==> config.mk <==
export PLATFORM = sky130hd
export DESIGN_NAME = dpc_arbiter
export DESIGN_NICKNAME = d
export VERILOG_FILES = /design/src/rtl/dpc_pkg.sv /design/src/rtl/dpc_port_track.sv /design/src/rtl/dpc_grant.sv /design/src/rtl/dpc_wr_gate.sv /design/src/rtl/dpc_arbiter.sv
export SDC_FILE = /design/constraint.sdc
export NUM_CORES = 1
export LEC_CHECK = 0
export CAP_MARGIN = 20
export CORE_MARGIN = 4
export CORE_UTILIZATION = 30
export DETAILED_ROUTE_END_ITERATION = 6
export DONT_BUFFER_PORTS = 1
export GPL_ROUTABILITY_DRIVEN = 0
export REMOVE_ABC_BUFFERS = 1
export SLEW_MARGIN = 20
export SYNTH_ARGS = -nofsm -noshare
export SYNTH_HDL_FRONTEND = slang
export SYNTH_SLANG_ARGS = --single-unit
==> constraint.sdc <==
create_clock -name clk -period 5.9 [get_ports clk]
set_input_delay 1.77 -clock clk [delete_from_list [all_inputs] [get_ports clk]]
set_output_delay 1.77 -clock clk [all_outputs]
set_load 0.02 [all_outputs]
==> src/rtl/dpc_pkg.sv <==
package dpc_pkg;

  typedef enum logic [1:0] {
    OWN_NONE  = 2'd0,
    OWN_LEFT  = 2'd1,
    OWN_RIGHT = 2'd2
  } owner_e;

  // Winner of a freshly started overlap: a port that has just arrived loses
  // to one that was already there; a same-cycle arrival favours the left.
  function automatic owner_e pick_side(input logic l_new, input logic r_new);
    return (l_new && !r_new) ? OWN_RIGHT : OWN_LEFT;
  endfunction

endpackage

==> src/rtl/dpc_port_track.sv <==
module dpc_port_track #(
  parameter int AW = 14
) (
  input  logic          clk,
  input  logic          rst_n,
  input  logic          en,
  input  logic [AW-1:0] addr,
  output logic          arrived
);
  logic          en_q;
  logic [AW-1:0] addr_q;

  always_ff @(posedge clk or negedge rst_n) begin
    if (!rst_n) begin
      en_q   <= 1'b0;
      addr_q <= '0;
    end else begin
      en_q   <= en;
      addr_q <= addr;
    end
  end

  // Port arrives this cycle: newly enabled, or enabled on a new address.
  assign arrived = en && (!en_q || (addr != addr_q));
endmodule

==> src/rtl/dpc_grant.sv <==
module dpc_grant
  import dpc_pkg::*;
#(
  parameter int AW = 14
) (
  input  logic          clk,
  input  logic          rst_n,
  input  logic          l_en,
  input  logic [AW-1:0] l_addr,
  input  logic          r_en,
  input  logic [AW-1:0] r_addr,
  input  logic          l_new,
  input  logic          r_new,
  output logic          hit,
  output logic          l_lose,
  output logic          r_lose
);
  owner_e owner_q, owner_cur;
  logic   start;

  assign hit   = l_en && r_en && (l_addr == r_addr);
  // A new overlap begins when none is held or when either side has moved.
  assign start = hit && ((owner_q == OWN_NONE) || l_new || r_new);

  always_comb begin
    owner_cur = owner_q;
    if (start) owner_cur = pick_side(l_new, r_new);
  end

  always_ff @(posedge clk or negedge rst_n) begin
    if (!rst_n) owner_q <= OWN_NONE;
    else        owner_q <= hit ? owner_cur : OWN_NONE;
  end

  assign l_lose = hit && (owner_cur == OWN_RIGHT);
  assign r_lose = hit && (owner_cur == OWN_LEFT);
endmodule

==> src/rtl/dpc_wr_gate.sv <==
module dpc_wr_gate (
  input  logic is_master,
  input  logic en,
  input  logic wr,
  input  logic arb_lose,
  input  logic ext_busy,
  output logic busy_o,
  output logic wr_ok
);
  logic block;
  assign busy_o = is_master && arb_lose;
  assign block  = is_master ? arb_lose : ext_busy;
  assign wr_ok  = en && wr && !block;
endmodule

==> src/rtl/dpc_arbiter.sv <==
module dpc_arbiter #(
  parameter int AW = 14
) (
  input  logic          clk,
  input  logic          rst_n,
  input  logic          is_master,
  input  logic          left_en,
  input  logic [AW-1:0] left_addr,
  input  logic          left_wr,
  input  logic          right_en,
  input  logic [AW-1:0] right_addr,
  input  logic          right_wr,
  input  logic          left_busy_in,
  input  logic          right_busy_in,
  output logic          left_busy_out,
  output logic          right_busy_out,
  output logic          left_wr_ok,
  output logic          right_wr_ok
);
  localparam int NP = 2; // index 0 = left, 1 = right

  logic [NP-1:0] en_v, wr_v, xb_v, new_v, lose_v, busy_v, ok_v;
  logic [AW-1:0] addr_v [NP];
  logic          hit;

  assign en_v      = {right_en, left_en};
  assign wr_v      = {right_wr, left_wr};
  assign xb_v      = {right_busy_in, left_busy_in};
  assign addr_v[0] = left_addr;
  assign addr_v[1] = right_addr;

  for (genvar p = 0; p < NP; p++) begin : g_port
    dpc_port_track #(.AW(AW)) u_trk (
      .clk(clk), .rst_n(rst_n), .en(en_v[p]), .addr(addr_v[p]),
      .arrived(new_v[p])
    );
    dpc_wr_gate u_gate (
      .is_master(is_master), .en(en_v[p]), .wr(wr_v[p]),
      .arb_lose(lose_v[p]), .ext_busy(xb_v[p]),
      .busy_o(busy_v[p]), .wr_ok(ok_v[p])
    );
  end

  dpc_grant #(.AW(AW)) u_grant (
    .clk(clk), .rst_n(rst_n),
    .l_en(left_en), .l_addr(left_addr),
    .r_en(right_en), .r_addr(right_addr),
    .l_new(new_v[0]), .r_new(new_v[1]),
    .hit(hit), .l_lose(lose_v[0]), .r_lose(lose_v[1])
  );

  assign left_busy_out  = busy_v[0];
  assign right_busy_out = busy_v[1];
  assign left_wr_ok     = ok_v[0];
  assign right_wr_ok    = ok_v[1];
endmodule

Word level (Yosys, flattened, before mapping)
Cells that the tools add are included.
{"block": "op_classes", "reduce_logical": 24, "n_eq_ne": 5, "mux": 5}
{"op": "14-bit inequality test", "count": 2}
{"op": "14-bit equality test", "count": 1}
{"op": "1-bit logical AND", "count": 14}
{"op": "2-bit 2-to-1 mux", "count": 3}
{"op": "1-bit logical NOT", "count": 5}
{"op": "1-bit logical OR", "count": 4}
{"op": "2-bit by 1-bit equality test with 1-bit output, second input constant", "count": 1}
{"op": "2-bit equality test, second input constant", "count": 1}
{"op": "2-bit logical NOT", "count": 1}
{"op": "1-bit 2-to-1 mux", "count": 2}
{"block": "word_totals", "in_bits": 37, "elab_cells": 39, "regBits": 32, "output_inout_bits": 4}

Longest topological paths before layout
Gate-level depths: netlist of run 1.
{"block": "depth", "depth_word": 12, "mapped_depth": 5, "depth_no_buf": 5}

By module
From an unflattened synthesis of run 1, not the netlist that was laid out.
{"block": "hier_totals", "cells_unflattened": 108, "area_unflattened_um2": 1371.3}
{"module": "dpc_port_track", "n_inst": 2, "area_each_um2": 531.8, "cells_per_inst": 34, "seq_area_each_um2": 375.4}
{"module": "dpc_grant", "n_inst": 1, "area_each_um2": 247.7, "cells_per_inst": 32, "seq_area_each_um2": 50.0}
{"module": "dpc_wr_gate", "n_inst": 2, "area_each_um2": 30.0, "cells_per_inst": 4, "seq_area_each_um2": 0.0}

Least setup slack after synthesis of run 1
Ideal clock, no wire load.
{"block": "synth_timing", "path_kind": "input port to output port", "from": "in right_addr[12]", "to": "out right_wr_ok", "path_buffers": 0, "t_required_ps": 4130, "path_stages": 5, "setup_slack_ps": 990, "arrival_ps": 3140, "path_cell_list": "xnor2_1 > nand3_1 > or4_4 > a22o_1 > a21oi_1"}
{"block": "synth_via", "elab_chain_len": 12, "word_cells_on_any_way": 16, "cone_classes": "eq/ne: 3; mux: 3; reduce/logical: 10"}
{"element": "start: declaration", "line_no": "dpc_arbiter.sv:11", "source": "input logic [AW-1:0] right_addr,"}
{"element": "14-bit inequality test", "line_no": "dpc_port_track.sv:24", "source": "assign arrived = en && (!en_q || (addr != addr_q));"}
{"element": "1-bit logical OR", "line_no": "dpc_port_track.sv:24"}
{"element": "1-bit logical AND", "line_no": "dpc_port_track.sv:24"}
{"element": "1-bit logical NOT", "line_no": "dpc_pkg.sv:12", "source": "return (l_new && !r_new) ? OWN_RIGHT : OWN_LEFT;"}
{"element": "1-bit logical AND", "line_no": "dpc_pkg.sv:12"}
{"element": "2-bit 2-to-1 mux", "line_no": "dpc_pkg.sv:12"}
{"element": "2-bit 2-to-1 mux", "line_no": "dpc_grant.sv:27", "source": "if (start) owner_cur = pick_side(l_new, r_new);"}
{"element": "2-bit by 1-bit equality test with 1-bit output", "line_no": "dpc_grant.sv:36", "source": "assign r_lose = hit && (owner_cur == OWN_LEFT);"}
{"element": "1-bit logical AND (*)", "line_no": "dpc_grant.sv:36"}
{"element": "1-bit 2-to-1 mux (*)", "line_no": "dpc_wr_gate.sv:12", "source": "assign block = is_master ? arb_lose : ext_busy;"}
{"element": "1-bit logical NOT (*)", "line_no": "dpc_wr_gate.sv:13", "source": "assign wr_ok = en && wr && !block;"}
{"element": "1-bit logical AND (*)", "line_no": "dpc_wr_gate.sv:13"}
{"element": "end: declaration", "line_no": "dpc_arbiter.sv:18", "source": "output logic right_wr_ok"}
Every way passes the cells marked *; elsewhere a longest branch is shown, timed or not.

Final worst setup path of run 1
{"block": "layout_timing", "from": "in right_addr[5]", "to": "out right_wr_ok"}
Same word-level chain as after synthesis.

==> key figures, run 1 <==
Setup path
  • Crit-path max FO: 3
  • Element type at the critical path end: primary output
  • WP data required: 4130 ps
  • Crit path kind: primary input to primary output
  • Max stage delay cell, worst path: or4_4
  • CP Cell Sequence: xnor2_1 -> nand3_1 -> or4_4 -> a22o_1 -> a21oi_1
  • Delay-heaviest family, CP: compound AO/OA/AOI/OAI gates
  • Slowest stage delay, CP: between 500 and 600 ps
  • Arrival @ worst endpoint: about 3300 ps
  • CP Launch Type: primary input
  • Critical path buffer and inverter count: 0

Place
  • DP Wirelength: around 2.1 mm
  • Port bufs: 0
  • Post-DP Area: between 1000 and 1500 um^2
  • Setup WS pre-CTS: approximately 830 ps

Route
  • DR iter-0 viols: 11
  • DR WL/cell: about 16 um
  • DR vias: 768
  • Final wirelength: 2.64 mm
  • Via density: 4.63
  • DRT antenna net count: 0
  • DRC viols: 0
  • DRT Pass-1 Iters: 4

STA
  • Total negative slack: 0 ps
  • Final worst-path cycle share: 0.857
  • Hold slack: ~660 ps
  • Max frequency: 0.198 GHz
  • Hold Vio Cnt, Final: 0
  • Min Tclk post-route: slightly above 5000 ps
  • Worst setup margin: between 800 and 900 ps
  • Slew Limit Fails: 0
  • Final setup viols: 0
  • Worst clock skew: approximately 4.4 ps
  • RSZ-0062 raised after global routing: false
  • Worst relative slew slack: 0.684
  • Worst-Margin Slew: around 470 ps

Synthesis
  • Avg Cell Area, Syn: 12.8 um^2
  • Xor and xnor fraction of the mapped netlist area: 0.272
  • Synth Area in Adders: 0
  • Synth warnings: 0
  • Synth cell types: 17
  • Syn Inst Count: roughly 110
  • Post-Synth Simple-Gate Area: 0.101
  • Mapped Area: approximately 1400 um^2
  • Post-synthesis mux area share: 0
  • Compound-gate portion of the synthesized area: 0.0305
  • Yosys reg bits: 32
  • Largest family of logic cells by synthesized area: XOR/XNOR gates
  • Sequential fraction of the synthesis area: 0.591

GRT
  • Number of global-route vias before repair: 854
  • Largest net degree at the start of global routing: 33
  • GRT Residual Overflow: 0
  • Total Routing Usage GR: 0.108
  • Initial antenna violation count: 0
  • First-pass GRT wire length: ~4.3 mm

Run status
  • Run status: finished clean

Finish
  • Commonest non-fill, non-tap cell in the layout: dfrtp_1
  • Core Util, Final: 0.347
  • # fillers: roughly 420
  • Synthesis-to-layout area growth: 11.5%
  • Layout Nets: 150
  • Flip-flop and latch area: 801 um^2
  • Share of cells above drive strength 1: 0.0614
  • Finished Cell Area: ~1500 um^2
  • # diodes: 0
  • Most frequent cells in the layout: dfrtp_1, xnor2_1, xor2_1
  • Multi-input gate area: ~550 um^2

Die
  • Num ports: 41
  • Core area: ~4400 um^2
  • Starting Density: 0.311
  • Die area: 5650 um^2
  • Die Wd: 75.2 um
  • FP Rows: 24
  • Die Ht: approximately 75 um

Min path
  • Classification of the worst-slack hold path: register to register

Clock tree
  • Worst skew pair latency: between 200 and 300 ps
  • Setup Fix Bufs, Post-CTS: 0
  • Clock transition at path regs: 60 ps
  • H-Tree Depth: 2
  • TritonCTS Sinks: 32
  • CTS tree: built
  • Max Root-Sink Buffers: 2
  • TritonCTS buffer count: 5
  • Hold_buf cts: 0
  • Clock root buffer: clkbuf_8
  • Post-CTS sizing: 0

Power and ir drop
  • PwrDens: about 290 nW/um^2
  • Maximum VDD drop: between 0.00015 and 0.0002 V
  • Leakage: between 0.0005 and 0.0006 uW

Job
  • Max Cap Violations: 0
## where the power goes
part / leakage (uW) / internal (uW) / switching (uW)
logic: 0.000170 / 19.7 / 12.3
registers: 0.000378 / 230 / 4.49
clock network: 0.0000455 / 94.9 / 72.8
## state kept, by name (all words and copies together) (netlist names)
name / count
g_port.u_trk.addr_q: 28
g_port.u_trk.en_q: 2
u_grant.owner_q: 2
## cell type report
type,count,area share
clock buffers,8,0.0597
inverters,2,0.00498
well taps,52,0.0431
multi-input cells,72,0.362
flip-flops and latches,32,0.531
## metrics by stage
step,total power [uW],instances
finish,434,166
CTS,442,166
detailed placement,271,158
global placement,270,158
floorplan,266,106
global route,456,166
## synthesized netlist by cell type
cell / instances / share of area
dfrtp_1: 32 / 0.59
xnor2_1: 28 / 0.18
xor2_1: 14 / 0.091
nand4_1: 7 / 0.032
nor4_1: 4 / 0.018
nand2_1: 3 / 0.0083
nor2_1: 3 / 0.0083
a21o_1: 2 / 0.011
a21oi_1: 2 / 0.0074
and2_1: 2 / 0.0092
inv_1: 2 / 0.0055
nand3_1: 2 / 0.0074
a22o_1: 1 / 0.0065
a22oi_1: 1 / 0.0055
nand2b_1: 1 / 0.0046
nor3_1: 1 / 0.0037
or4_4: 1 / 0.0083
## metal layers
layer / share of wire / vias to the layer above / track usage / wire, um
met4: 0.020 / 0 / 0.0583 / 53
met2: 0.46 / 31 / 0.161 / 1220
met1: 0.42 / 363 / 0.131 / 1110
li1: - / 367 / - / -
met3: 0.093 / 7 / 0.0467 / 245
met5: 0 / - / 0 / 0
## worst min-delay path: stages (launching register included)
cell	delay, ps
dfrtp_1	320
nand2b_1	100
a22oi_1	100
nor2_1	100
## worst paths after layout
| path | start | end | slack [ps] | cells after the start |
|---|---|---|---|---|
| max | right_addr[5] | right_wr_ok | 840 | 5 |
| min | u_grant.owner_q[0] | u_grant.owner_q[0] | 660 | 3 |
| max reg2reg | g_port[1].u_trk.addr_q[5] | u_grant.owner_q[0] | 4210 | 5 |
| min reg2reg | u_grant.owner_q[0] | u_grant.owner_q[0] | 660 | 3 |
| max in group asynchronous | rst_n | u_grant.owner_q[1] | 4640 | 0 |
| min in group asynchronous | rst_n | g_port[0].u_trk.addr_q[0] | 1180 | 0 |
## logic make-up (layout without fill, tap and decap cells)
group	count (synthesis)	in the layout
flops	32	32
compound gates	6	6
simple gates	24	24
xor+xnor	42	42
buf+inv	2	10
No activity file was read; power rests on OpenSTA's default activity.
==> run 2: changes to the inputs <==
- CORE_UTILIZATION: 30 -> 56
- PLACE_DENSITY: not set -> 0.71
- clock period: 5.9 -> 5.1 ns (I/O delays scaled with it)
==> run 2 against run 1 <==
  * Die area is 42% lower
  * Sequential share of layout area grew 2.7 points
  * Flip-flop and latch count unchanged
  * Clock-buffer cell count is 2 lower
  * Clock skew barely moved
  * Critical endpoint unchanged
==> key figures, run 2 (synthesis gave the netlist of run 1 again) <==
Run status
  • Run status: finished clean (unchanged)

GRT
  • First-pass GRT wire length: 4.00 mm (was 4.32 mm)
  • Number of global-route vias before repair: 885 (was 854)
  • Initial antenna violation count: 0 (unchanged)
  • Largest net degree at the start of global routing: 33 (unchanged)
  • GRT Residual Overflow: 0 (unchanged)
  • Total Routing Usage GR: 0.165 (was 0.108)

STA
  • Hold Vio Cnt, Final: 0 (unchanged)
  • RSZ-0062 raised after global routing: false (unchanged)
  • Final setup viols: 0 (unchanged)
  • Worst relative slew slack: 0.672 (was 0.684)
  • Final worst-path cycle share: 0.897
  • Worst-Margin Slew: 488 ps (was 469 ps)
  • Min Tclk post-route: between 4000 and 5000 ps
  • Max frequency: between 0.2 and 0.25 GHz
  • Hold slack: 647 ps (was 658 ps)
  • Worst clock skew: 4.87 ps (was 4.44 ps)
  • Slew Limit Fails: 0 (unchanged)
  • Total negative slack: 0 ps (unchanged)

Die
  • Num ports: 41 (unchanged)
  • Die Wd: 57.2 um (was 75.2 um)
  • FP Rows: 17 (was 24)
  • Die area: 3270 um^2 (was 5650 um^2)
  • Starting Density: 0.600 (was 0.311)
  • Die Ht: 57.2 um (was 75.2 um)
  • Core area: 2250 um^2 (was 4350 um^2)

Place
  • Dpl cells: 134 (was 158)
  • Port bufs: 0 (unchanged)
  • DP Wirelength: 1.88 mm (was 2.12 mm)

Route
  • DRT Pass-1 Iters: 3 (was 4)
  • Final wirelength: 2.34 mm (was 2.64 mm)
  • DR WL/cell: 16.6 um (was 15.9 um)
  • DR vias: 771 (was 768)
  • Via density: 5.47 (was 4.63)
  • DRC viols: 0 (unchanged)
  • DR iter-0 viols: 13 (was 11)
  • DRT antenna net count: 0 (unchanged)

Power and ir drop
  • PwrDens: 302 nW/um^2 (was 288 nW/um^2)
  • Leakage: 0.000576 uW (was 0.000593 uW)
  • Power, Total: 434 uW (about the same)
  • Maximum VDD drop: 0.000185 V (was 0.000161 V)

Clock tree
  • Worst skew pair latency: 310 ps (was 280 ps)
  • H-Tree Depth: 2 (unchanged)
  • Setup Fix Bufs, Post-CTS: 0 (unchanged)
  • Post-CTS sizing: 0 (unchanged)
  • CTS tree: built (unchanged)
  • Clock transition at path regs: 80 ps (was 60 ps)
  • Clock root buffer: clkbuf_4 (was clkbuf_8)
  • Hold_buf cts: 0 (unchanged)
  • TritonCTS buffer count: 5 (unchanged)
  • Max Root-Sink Buffers: 2 (unchanged)
  • TritonCTS Sinks: 32 (unchanged)

Finish
  • Flip-flop and latch area: 801 um^2 (unchanged)
  • Multi-input gate area: 546 um^2 (unchanged)
  • Most frequent cells in the layout: dfrtp_1, xnor2_1, xor2_1 (unchanged)
  • Layout Nets: 150 (unchanged)
  • Max reg flops: 28 (unchanged)
  • Post-route insts no fill: 141 (was 166)
  • # diodes: 0 (unchanged)
  • Largest reg by FF count: g_port.u_trk.addr_q (unchanged)
  • Regs by FF count: g_port.u_trk.addr_q (28), g_port.u_trk.en_q (2), u_grant.owner_q (2) (unchanged)
  • Synthesis-to-layout area growth: 6.01% (was 11.5%)
  • Core Util, Final: 0.637 (was 0.347)
  • Share of cells above drive strength 1: 0.0619 (was 0.0614)
  • Commonest non-fill, non-tap cell in the layout: dfrtp_1 (unchanged)
  • # fillers: 183 (was 424)

Setup path
  • Element type at the critical path end: primary output (unchanged)
  • CP Launch Type: primary input (unchanged)
  • Arrival @ worst endpoint: 3040 ps (was 3290 ps)
  • WP data required: 3570 ps (was 4130 ps)
  • Crit path kind: primary input to primary output (unchanged)
  • Crit-path max FO: 3 (unchanged)

Job
  • Max Cap Violations: 0 (unchanged)

Min path
  • Classification of the worst-slack hold path: register to register (unchanged)
-- run 2: cell types whose count changed in the layout (fill, tap and decap cells not counted) --
cell / delta
clkbuf_8: -6
clkbuf_4: +5
clkbuf_1: -1
clkinv_2: +1
-- run 2: final cells by class --
class | count | share of cell area
Sequential cell | 32 | 0.558
Multi-Input combinational cell | 72 | 0.380
Clock buffer | 6 | 0.0288
Tap cell | 28 | 0.0244
Inverter | 2 | 0.00523
Clock inverter | 1 | 0.00349
-- run 2: power breakdown --
| part | internal, uW | switching, uW | total, uW |
|---|---|---|---|
| Combinational | 22.8 | 14.4 | 37.3 |
| Clock | 50.7 | 74.7 | 125 |
| Sequential | 266 | 5.25 | 271 |
| Total | 339 | 94.4 | 434 |
-- run 2: path summary, 6_finish.rpt --
path,to,from,slack (ps),depth (start not counted)
min in group asynchronous,g_port[0].u_trk.addr_q[8],rst_n,900,0
min reg2reg,u_grant.owner_q[0],u_grant.owner_q[0],650,3
max reg2reg,u_grant.owner_q[0],g_port[1].u_trk.addr_q[2],3390,5
min,u_grant.owner_q[0],u_grant.owner_q[0],650,3
max in group asynchronous,g_port[1].u_trk.addr_q[4],rst_n,4120,0
max,right_wr_ok,right_addr[5],530,5
-- run 2: worst max-delay path: stages --
cell     delay, ps
xnor2_1        160
nand3_1        120
or4_4          550
a22o_1         280
a21oi_1        410
-- run 2: stage by stage --
stage / instance area [um^2] / setup WS [ps]
3_5_place_dp: 1390 / 515
6_report: 1440 / 526
3_3_place_gp: 1390 / 532
5_1_grt: 1440 / 433
2_1_floorplan: 1350 / 670
4_1_cts: 1440 / 512
-- run 2: per-layer routing --
metal,track usage,vias to the layer above,routed length [um]
li1,-,366,-
met1,0.212,371,1010
met2,0.243,32,1100
met3,0.0679,2,205
met4,0.0795,0,20
met5,0,-,0
==> run 3: changes to the inputs <==
- PLACE_DENSITY: 0.71 -> 0.7
==> run 3 against run 2 <==
  * Final cell count up 0.71%
  * Sequential share of layout area down 0.58 points
  * Largest power group unchanged
  * First-iteration DRC count rose by 15%
==> key figures, run 3 (synthesis gave the netlist of run 1 again) <==
Clock tree
  • Clock root buffer: clkbuf_4 (unchanged)
  • CTS tree: built (unchanged)
  • TritonCTS buffer count: 5 (unchanged)
  • TritonCTS Sinks: 32 (unchanged)
  • H-Tree Depth: 2 (unchanged)
  • Post-CTS sizing: 0 (unchanged)
  • Worst skew pair latency: 320 ps (was 310 ps)
  • Hold_buf cts: 0 (unchanged)
  • Clock transition at path regs: 100 ps (was 80 ps)
  • Setup Fix Bufs, Post-CTS: 0 (unchanged)
  • Max Root-Sink Buffers: 2 (unchanged)

STA
  • Min Tclk post-route: 4560 ps (was 4570 ps)
  • Slew Limit Fails: 0 (unchanged)
  • Hold Vio Cnt, Final: 0 (unchanged)
  • Total negative slack: 0 ps (unchanged)
  • Max frequency: 0.219 GHz (about the same)
  • Worst-Margin Slew: 449 ps (was 488 ps)
  • Worst clock skew: 9.64 ps (was 4.87 ps)
  • Worst relative slew slack: 0.698 (was 0.672)
  • Worst setup margin: 542 ps (was 526 ps)
  • Final worst-path cycle share: 0.894 (was 0.897)
  • Final setup viols: 0 (unchanged)
  • RSZ-0062 raised after global routing: false (unchanged)

GRT
  • Number of global-route vias before repair: 821 (was 885)
  • Total Routing Usage GR: 0.165 (about the same)
  • Routing usage on met2: 0.210 (was 0.243)
  • Grt peak-use layer: met1 (was met2)
  • First-pass GRT wire length: 3.95 mm (was 4.00 mm)
  • Largest net degree at the start of global routing: 33 (unchanged)
  • GRT Residual Overflow: 0 (unchanged)
  • Initial antenna violation count: 0 (unchanged)
  • GR Util met3: 0.109 (was 0.0679)
  • M1 GR Usage: 0.220 (was 0.212)

Finish
  • Regs by FF count: g_port.u_trk.addr_q (28), g_port.u_trk.en_q (2), u_grant.owner_q (2) (unchanged)
  • Most frequent cells in the layout: dfrtp_1, xnor2_1, xor2_1 (unchanged)
  • # diodes: 0 (unchanged)
  • Commonest non-fill, non-tap cell in the layout: dfrtp_1 (unchanged)
  • Share of cells above drive strength 1: 0.0789 (was 0.0619)
  • Largest reg by FF count: g_port.u_trk.addr_q (unchanged)
  • Max reg flops: 28 (unchanged)
  • Synthesis-to-layout area growth: 7.12% (was 6.01%)
  • Layout Nets: 150 (unchanged)
  • Post-route insts no fill: 142 (was 141)
  • Core Util, Final: 0.643 (was 0.637)

Power and ir drop
  • Switching Share: 0.222 (was 0.218)
  • PwrDens: 314 nW/um^2 (was 302 nW/um^2)
  • Clock power share: 0.323 (was 0.289)
  • Sw Pwr: 101 uW (was 94.4 uW)
  • Register share of total power: 0.595 (was 0.625)
  • Int Power: 354 uW (was 339 uW)
  • Logic pwr share: 0.082 (was 0.086)
  • Leakage: 0.000586 uW (was 0.000576 uW)
  • Maximum VDD drop: 0.000246 V (was 0.000185 V)

Setup path
  • Crit path kind: primary input to primary output (unchanged)
  • Crit-path max FO: 3 (unchanged)
  • WP data required: 3570 ps (about the same)
  • Element type at the critical path end: primary output (unchanged)
  • Arrival @ worst endpoint: 3030 ps (was 3040 ps)
  • R2R setup slack: 3440 ps (was 3390 ps)
  • CP Launch Type: primary input (unchanged)

Route
  • DRT Pass-1 Iters: 4 (was 3)
  • DRT antenna net count: 0 (unchanged)
  • DR vias: 765 (was 771)
  • DR iter-0 viols: 15 (was 13)
  • Via density: 5.39 (was 5.47)
  • DRC viols: 0 (unchanged)
  • Final wirelength: 2.25 mm (was 2.34 mm)
  • DR WL/cell: 15.8 um (was 16.6 um)

Job
  • Max Cap Violations: 0 (unchanged)

Die
  • Num ports: 41 (unchanged)
  • FP Rows: 17 (unchanged)
  • Die area: 3270 um^2 (unchanged)
  • Core area: 2250 um^2 (unchanged)
  • Die Ht: 57.2 um (unchanged)
  • Die Wd: 57.2 um (unchanged)
  • Starting Density: 0.600 (unchanged)

Place
  • Port bufs: 0 (unchanged)
  • Setup WS pre-CTS: 529 ps (was 515 ps)
  • Dpl cells: 134 (unchanged)

Min path
  • Classification of the worst-slack hold path: register to register (unchanged)

Run status
  • Run status: finished clean (unchanged)
-- run 3: cell count changes in the layout (fill, tap and decap cells not counted) --
cell,delta
clkbuf_1,-1
clkinv_2,+1
clkbuf_8,+1
-- run 3: path summary, 6_finish.rpt --
kind,depth (start not counted),from,to
worst max register to register,5,g_port[1].u_trk.addr_q[5],u_grant.owner_q[0]
max in group asynchronous,0,rst_n,g_port[0].u_trk.addr_q[8]
worst min register to register,3,u_grant.owner_q[0],u_grant.owner_q[0]
worst min-delay path,3,u_grant.owner_q[0],u_grant.owner_q[0]
worst max-delay path,5,right_addr[5],right_wr_ok
min in group asynchronous,0,rst_n,g_port[1].u_trk.en_q
-- run 3: layout make-up --
cell class	count	area, um^2
fillers	185	805
flip-flops and latches	32	801
multi-input cells	72	546
clock buffers	6	51.3
well taps	28	35.0
clock inverters	2	10.0
inverters	2	7.51
-- run 3: power groups by stage --
| stage | Combinational [uW] | Sequential [uW] | Clock, uW |
|---|---|---|---|
| 6_report | 37.3 | 271 | 147 |
| 5_1_grt | 41.8 | 272 | 167 |
| 4_1_cts | 37.9 | 271 | 153 |
| 3_5_place_dp | 37.5 | 276 | 0 |
| 3_3_place_gp | 37.5 | 276 | 0 |
| 2_1_floorplan | 32.6 | 275 | 0 |
-- run 3: worst max-delay path, cell delays in order --
cell	delay, ps
xnor2_1	160
nand3_1	120
or4_4	540
a22o_1	270
a21oi_1	410
-- run 3: through the flow --
stage | total power (uW) | instance area, um^2 | hold slack, ps
2_1_floorplan | 308 | 1350 | 570
3_3_place_gp | 313 | 1390 | 613
3_5_place_dp | 314 | 1390 | 626
4_1_cts | 462 | 1450 | 651
5_1_grt | 481 | 1450 | 761
6_report | 455 | 1450 | 642
-- run 3: layer usage --
layer	up-vias	part of all wire
met1	360	0.43
li1	367	-
met2	36	0.42
met4	0	0.011
met3	2	0.13
met5	-	0
